File: src/rtl/ssq_pkg.sv
package ssq_pkg;
  parameter int NUM_STREAMS = 4;
  localparam int TAG_W = $clog2(NUM_STREAMS);

  typedef logic [NUM_STREAMS-1:0] mask_t;
  typedef logic [TAG_W-1:0]       tag_t;

  // strobes from control to datapath
  typedef struct packed {
    mask_t setMask;
    mask_t clrMask;
    logic  holdLoad;
    logic  holdClear;
    tag_t  holdTagIn;
    logic  allSet;
    logic  allClear;
  } strobe_t;

  function automatic mask_t tagMask(input tag_t t);
    mask_t m;
    m = '0;
    m[t] = 1'b1;
    return m;
  endfunction
endpackage

File: src/rtl/ssqDatapath.sv
module ssqDatapath
  import ssq_pkg::*;
(
  input  logic    clk,
  input  logic    rst,
  input  strobe_t strobe,
  output mask_t   pend,
  output logic    holdValid,
  output tag_t    holdTag,
  output logic    allPend,
  output logic    doneValid,
  output tag_t    doneTag
);
  mask_t pendQ;
  logic  holdValidQ;
  tag_t  holdTagQ;
  logic  allPendQ;

  always_ff @(posedge clk) begin
    if (rst) begin
      pendQ      <= '0;
      holdValidQ <= 1'b0;
      holdTagQ   <= '0;
      allPendQ   <= 1'b0;
    end else begin
      // clears first, new loads take precedence
      pendQ <= (pendQ & ~strobe.clrMask) | strobe.setMask;
      if (strobe.holdLoad) begin
        holdValidQ <= 1'b1;
        holdTagQ   <= strobe.holdTagIn;
      end else if (strobe.holdClear) begin
        holdValidQ <= 1'b0;
      end
      if (strobe.allSet)        allPendQ <= 1'b1;
      else if (strobe.allClear) allPendQ <= 1'b0;
    end
  end

  // lowest pending tag wins
  always_comb begin
    doneTag = '0;
    for (int i = NUM_STREAMS - 1; i >= 0; i--) begin
      if (pendQ[i]) doneTag = tag_t'(i);
    end
  end

  assign doneValid = |pendQ;
  assign pend      = pendQ;
  assign holdValid = holdValidQ;
  assign holdTag   = holdTagQ;
  assign allPend   = allPendQ;
endmodule

File: src/rtl/ssqCtrl.sv
module ssqCtrl
  import ssq_pkg::*;
(
  input  logic    stopValid,
  input  logic    stopAll,
  input  tag_t    stopTag,
  input  logic    isOldest,
  input  logic    startValid,
  input  tag_t    startTag,
  input  logic    doneAck,
  input  mask_t   pend,
  input  logic    holdValid,
  input  tag_t    holdTag,
  input  logic    allPend,
  input  logic    doneValid,
  input  tag_t    doneTag,
  output logic    stopReady,
  output mask_t   vtClear,
  output strobe_t strobe
);
  logic  acceptOne;
  logic  acceptAll;
  logic  collide;
  logic  drain;
  logic  fanOut;
  mask_t doneMask;
  mask_t cancelMask;
  mask_t acceptMask;
  mask_t drainMask;

  assign stopReady  = !holdValid && !allPend;
  assign acceptOne  = stopValid && stopReady && !stopAll;
  assign acceptAll  = stopValid && stopReady && stopAll;
  assign collide    = acceptOne && pend[stopTag];
  assign drain      = holdValid && !pend[holdTag];
  assign fanOut     = allPend && isOldest;

  assign doneMask   = (doneValid && doneAck) ? tagMask(doneTag) : '0;
  assign cancelMask = startValid ? tagMask(startTag) : '0;
  assign acceptMask = (acceptOne && !collide) ? tagMask(stopTag) : '0;
  assign drainMask  = drain ? tagMask(holdTag) : '0;

  // a start on the same tag overrides the completion
  assign vtClear = doneMask & ~cancelMask;

  always_comb begin
    strobe           = '0;
    strobe.clrMask   = doneMask | cancelMask;
    strobe.setMask   = acceptMask | drainMask | (fanOut ? '1 : '0);
    strobe.holdLoad  = collide;
    strobe.holdClear = drain;
    strobe.holdTagIn = stopTag;
    strobe.allSet    = acceptAll;
    strobe.allClear  = fanOut;
  end
endmodule

File: src/rtl/streamStopQueue.sv
module streamStopQueue
  import ssq_pkg::*;
(
  input  logic                   clk,
  input  logic                   rst,
  input  logic                   stopValid,
  input  logic                   stopAll,
  input  logic [TAG_W-1:0]       stopTag,
  output logic                   stopReady,
  input  logic                   isOldest,
  input  logic                   startValid,
  input  logic [TAG_W-1:0]       startTag,
  output logic                   doneValid,
  output logic [TAG_W-1:0]       doneTag,
  input  logic                   doneAck,
  output logic [NUM_STREAMS-1:0] vtClear
);
  strobe_t strobe;
  mask_t   pend;
  logic    holdValid;
  tag_t    holdTag;
  logic    allPend;

  ssqCtrl u_ctrl (
    .stopValid (stopValid),
    .stopAll   (stopAll),
    .stopTag   (stopTag),
    .isOldest  (isOldest),
    .startValid(startValid),
    .startTag  (startTag),
    .doneAck   (doneAck),
    .pend      (pend),
    .holdValid (holdValid),
    .holdTag   (holdTag),
    .allPend   (allPend),
    .doneValid (doneValid),
    .doneTag   (doneTag),
    .stopReady (stopReady),
    .vtClear   (vtClear),
    .strobe    (strobe)
  );

  ssqDatapath u_dp (
    .clk      (clk),
    .rst      (rst),
    .strobe   (strobe),
    .pend     (pend),
    .holdValid(holdValid),
    .holdTag  (holdTag),
    .allPend  (allPend),
    .doneValid(doneValid),
    .doneTag  (doneTag)
  );
endmodule

File: config.mk
export PLATFORM = sky130hd
export DESIGN_NAME = streamStopQueue
export DESIGN_NICKNAME = d
export VERILOG_FILES = /design/src/rtl/ssq_pkg.sv /design/src/rtl/ssqDatapath.sv /design/src/rtl/ssqCtrl.sv /design/src/rtl/streamStopQueue.sv
export SDC_FILE = /design/constraint.sdc
export NUM_CORES = 1
export LEC_CHECK = 0
export ABC_AREA = 1
export BUFFER_PORTS_ARGS = -buffer_cell sky130_fd_sc_hd__buf_4
export CORE_ASPECT_RATIO = 0.6
export CORE_UTILIZATION = 32
export DETAILED_ROUTE_END_ITERATION = 16
export PLACE_DENSITY = 0.59
export SKIP_CTS_REPAIR_TIMING = 1
export SYNTH_ARGS = -nofsm -noshare
export SYNTH_HDL_FRONTEND = slang
export SYNTH_SLANG_ARGS = --single-unit
File: constraint.sdc
create_clock -name clk -period 1 [get_ports clk]
set_input_delay 0.2 -clock clk [delete_from_list [all_inputs] [get_ports clk]]
set_output_delay 0.2 -clock clk [all_outputs]
set_load 0.03 [all_outputs]
## Yosys cells after proc, flatten, opt, wreduce, memory -nomap -nowiden

Index checks and enable logic that the tools add are counted.

- Bits in registers: 8
- Input bits: 11
- Output and inout bits: 8
- Word-level logic and storage cells: 66

- Order comparisons: 8
- Muxes and demuxes: 25
- Bitwise gates (word level): 8
- Reductions and logical operators: 21

Operators with widths:

| cell | number |
|---|---|
| $mux 4 | 5 |
| $or 4x4->4 | 4 |
| $logic_and 1x1->1 | 13 |
| $lt 2x3->1 const B | 4 |
| $mux 1 | 10 |
| $and 4x4->4 | 2 |
| $demux 1 s2 | 4 |
| $ge 2x1->1 const B | 4 |
| $mux 2 | 4 |
| $not 4->4 | 2 |
| $logic_not 1->1 | 5 |
| $bmux 1 s2 | 2 |
| $reduce_bool 2->1 | 2 |
| $reduce_or 4->1 | 1 |

## Longest topological paths before layout

- Depth after elaboration: 13
- Depth in mapped cells: 9
- Mapped depth without buffers: 8

## Modules after synthesis

From an unflattened synthesis, not the netlist that was laid out.

- Cells, all modules: 131
- Area total of the unflattened synthesis: 742.0 sq um

By module, submodules not included:

| module | times used | cells an instance | area an instance (sq um) | sequential area each (sq um) |
|---|---|---|---|---|
| ssqCtrl | 1 | 83 | 416.6 | 0.0 |
| ssqDatapath | 1 | 48 | 325.3 | 160.2 |

## Worst setup path after synthesis

OpenSTA, ideal clock, no wires.

- Kind: register to output
- Start: register u_dp.pendQ[1] (netlist: u_dp.pend[1])
- End: output vtClear[1]
- Data arrival time: 1.511 ns
- Required time: 0.800 ns
- Path slack: -0.711 ns
- Stages on the path, launching flop included: 4
- Path buffers: 1
- Path through: dfxtp_1 -> buf_2 -> inv_1 -> nor4_1

- Word-level cells in the longest chain between the ends: 8
- Elaborated cells between the ends (all ways): 11
- Those cells by class: order compare: 2; mux: 5; bitwise: 1; reduce/logical: 3

Ends and longest elaborated chain:

| what | line | source |
|---|---|---|
| from (decl) | ssqDatapath.sv:14 | `mask_t pendQ;` |
| from (signal assigned) | ssqDatapath.sv:27 | `pendQ <= (pendQ & ~strobe.clrMask) \| strobe.setMask;` |
| $mux 2 (2 in series) | ssqDatapath.sv:43 | `if (pendQ[i]) doneTag = tag_t'(i);` |
| $lt 2x3->1 (implied by the code) / $ge 2x1->1 (equally long branches) | ssq_pkg.sv:22 | `m[t] = 1'b1;` |
| $logic_and 1x1->1 (implied by the code) | ssq_pkg.sv:22 |  |
| $mux 1 (implied by the code) | ssq_pkg.sv:22 |  |
| $demux 1 s2 | -- |  |
| $mux 4 * | ssqCtrl.sv:38 | `assign doneMask = (doneValid && doneAck) ? tagMask(doneTag) : '0;` |
| $and 4x4->4 * | ssqCtrl.sv:44 | `assign vtClear = doneMask & ~cancelMask;` |
| to (decl) | streamStopQueue.sv:16 | `output logic [NUM_STREAMS-1:0] vtClear` |

Every way passes the cells marked *; elsewhere a longest branch is shown, timed or not.

## Final worst setup path

- Start: register u_dp.pendQ[3] (netlist: u_dp.pend[3])
- End: output doneTag[1]

- Word-level cells in the longest chain between the ends: 4

Ends and longest elaborated chain:

| what | line | source |
|---|---|---|
| $mux 2 (4 in series) | ssqDatapath.sv:43 |  |
| to (decl) | streamStopQueue.sv:14 | `output logic [TAG_W-1:0] doneTag,` |

Every way passes these cells.

==> out/results.tsv <==
metric	value	unit
num rows	12	
pwr/cell area	937	nW/µm²
CTS H-Tree Depth	1	
net switching power	425	µW
GPL Wtd Cong	0.808	
setup TNS	-3.39	ns
clk slew on worst S/H paths	0.05	ns
max_cap viols	0	
TritonCTS Buffers	3	
drt via density	4.89	
P_int	812	µW
Max Slew Vio Count	0	
CP max stage delay	0.33	ns
Synth Net Count	131	
Cells after DPL	185	
DR iter-0 viols	73	
Clk Latency, worst-skew pair	0.23	ns
RSZ-0062 raised after global routing	yes	
Core Footprint	2000	µm²
Hold WS	0.174	ns
Syn Area/Cell	6.09	µm²
skew final	0.00763	ns
first-pass GRT wire length	3760	µm
Post-synth EDFFs	0	
fin cells	192	
CP startpoint kind	register	
DP HPWL	1880	µm
Ys Warns	0	
Mapped Cells	120	
CTS tree	yes	
Die ar.	2480	µm²
CP endpoint kind	output pin	
share of layout cells above drive strength 1	60.4	%
Slew headroom	83.0	%
via count	938	
largest net degree at the start of global routing	9	
slew of the pin with the lowest slew margin	0.252	ns
# diodes	0	
outcome	finished, violations left	
initial antenna violation count	0	
routed len/inst	13.9	µm
PortBufs	18	
vias in the first global route	791	
VDD IR max	0.824	mV
fin crit period	1.37	ns
final setup vio count	15	
Hold Violations, Final	0	
asr flop ratio synth	0	%
worst-path fanout max	4	
P&R area growth vs syn	80.7	%
CP Class	reg -> out	
Final nets	177	
data arrival time of the critical path	1.17	ns
CP max-delay cell	dfxtp_2	
final core occ	66.1	%
Critical Path Most Common Cell	buf_4	
final wirelength	2670	µm
Post-DRT Antenna Nets	0	
DRT Pass-1 Iters	4	
buffer depth of the longest clock path	2	
violated checks	setup timing	
required time of the worst setup path	0.80	ns
Final period util	137	%
Die Wd	63.7	µm
IO Pins	19	
leakage	0.000688	µW
Min-Delay Path Class	in -> reg	
crit-path cells	buf_4, nor2_4, buf_4, nor3_2, buf_4	
CTS sink count	8	
#FFs+latches synth	8	
Gate power share	38.5	%
Sw Ratio	34.3	%
sequential area share after synthesis	21.9	%
Post-Syn Area	731	µm²
die height	39.0	µm
Max Freq	0.730	GHz
final worst setup slack	-0.369	ns
# DRC	0	
Clk network pwr share	32.3	%
root buf cell	clkbuf_8	
sequential share of power	29.2	%
GRT Total Usage	20.9	%
top_reg_cell synth	dfxtp_1	
synth unique cells	21	
initial core utilization	36.6	%
GR Overflow Total	0	
-- sequential cells by signal, indices dropped and copies added, names as in the netlist --
register        cells
u_dp.pend           4
u_dp.holdValid      1
u_dp.holdTag        2
u_dp.allPend        1
-- synth_stat cells (2+ instances only) --
cell type | number | share of area (%)
nand2_4 | 2 | 3.1
nand2_2 | 3 | 2.6
dfxtp_1 | 8 | 22
a31oi_1 | 2 | 1.7
nand4_1 | 2 | 1.7
nor2_4 | 2 | 3.1
nor2_2 | 3 | 2.6
nand3_1 | 25 | 17
a21oi_1 | 6 | 4.1
inv_1 | 21 | 11
nand2_1 | 20 | 10
nor2_1 | 13 | 6.7
buf_6 | 3 | 4.6
inv_2 | 3 | 1.5
-- area by class of cell --
class                   count  area [µm²]
clock buffers               3        41.3
well taps                  28        35.0
multi-input cells          84         592
flip-flops and latches      8         180
fillers                   178         677
inverters                  24        92.6
repair buffers             45         379
-- power groups by stage --
stage	combinational, µW	clock (µW)	sequential, µW
2_1_floorplan	236	0	352
3_3_place_gp	393	0	364
3_5_place_dp	399	0	366
4_1_cts	401	412	361
5_1_grt	510	419	363
6_report	477	399	361
-- through the flow --
stage          total power, µW  cell area, µm²  setup slack (ns)
2_1_floorplan              588             822            -0.110
3_3_place_gp               757            1120            -0.193
3_5_place_dp               765            1120            -0.225
4_1_cts                   1170            1160            -0.476
5_1_grt                   1290            1320            -0.419
6_report                  1240            1320            -0.369
-- worst max-delay path, delay by kind of cell, from the launching register on --
| family | cells | cell delay (ns) |
|---|---|---|
| buf+inv | 3 | 0.45 |
| flops | 1 | 0.33 |
| simple gates | 2 | 0.16 |
-- cell usage in the layout, fill, tap and decap left out --
cell type  count
dfxtp_4        4
a21oi_1        4
nand2_1       17
inv_4          1
a31oi_1        1
nor2_4         7
buf_4         34
a31oi_4        1
a21oi_2        3
inv_2          4
clkbuf_8       3
dfxtp_2        4
nor2_1         7
buf_6         11
inv_1         19
nand2_2        5
nand3_2       12
nor2_2         4
o21ai_0        1
nand3_1       14
nor2_8         1
nand2_4        3
nand4_1        2
nor3_2         1
nor4_4         1
-- worst paths after layout --
check	from	end	slack, ns	cells after the start
worst max-delay path	u_dp.pend[3]$_SDFF_PP0_	doneTag[1]	-0.37	5
worst min-delay path	rst	u_dp.pend[1]$_SDFF_PP0_	0.17	2
worst max register to register	u_dp.pend[2]$_SDFF_PP0_	u_dp.holdTag[0]$_SDFFE_PP0P_	-0.24	8
worst min register to register	u_dp.allPend$_SDFFE_PP0P_	u_dp.allPend$_SDFFE_PP0P_	0.52	2
-- logic make-up (layout without fill, tap and decap cells) --
kind of cell | Yosys count | in the layout | share of synthesized area, %
DFF | 8 | 8 | 21.9
and+or+nand+nor | 74 | 74 | 52.7
buffers and inverters | 28 | 72 | 17.6
AOI/OAI and AO/OA | 10 | 10 | 7.70
-- per-layer routing --
metal,vias to the layer above,share of wire (%),track usage [%]
li1,470,-,-
met3,2,5.1,5.29
met4,0,0.15,3.41
met2,24,46,30.9
met5,-,0,0
met1,442,49,30.2
Note: power is estimated with default switching activity, not from simulation.
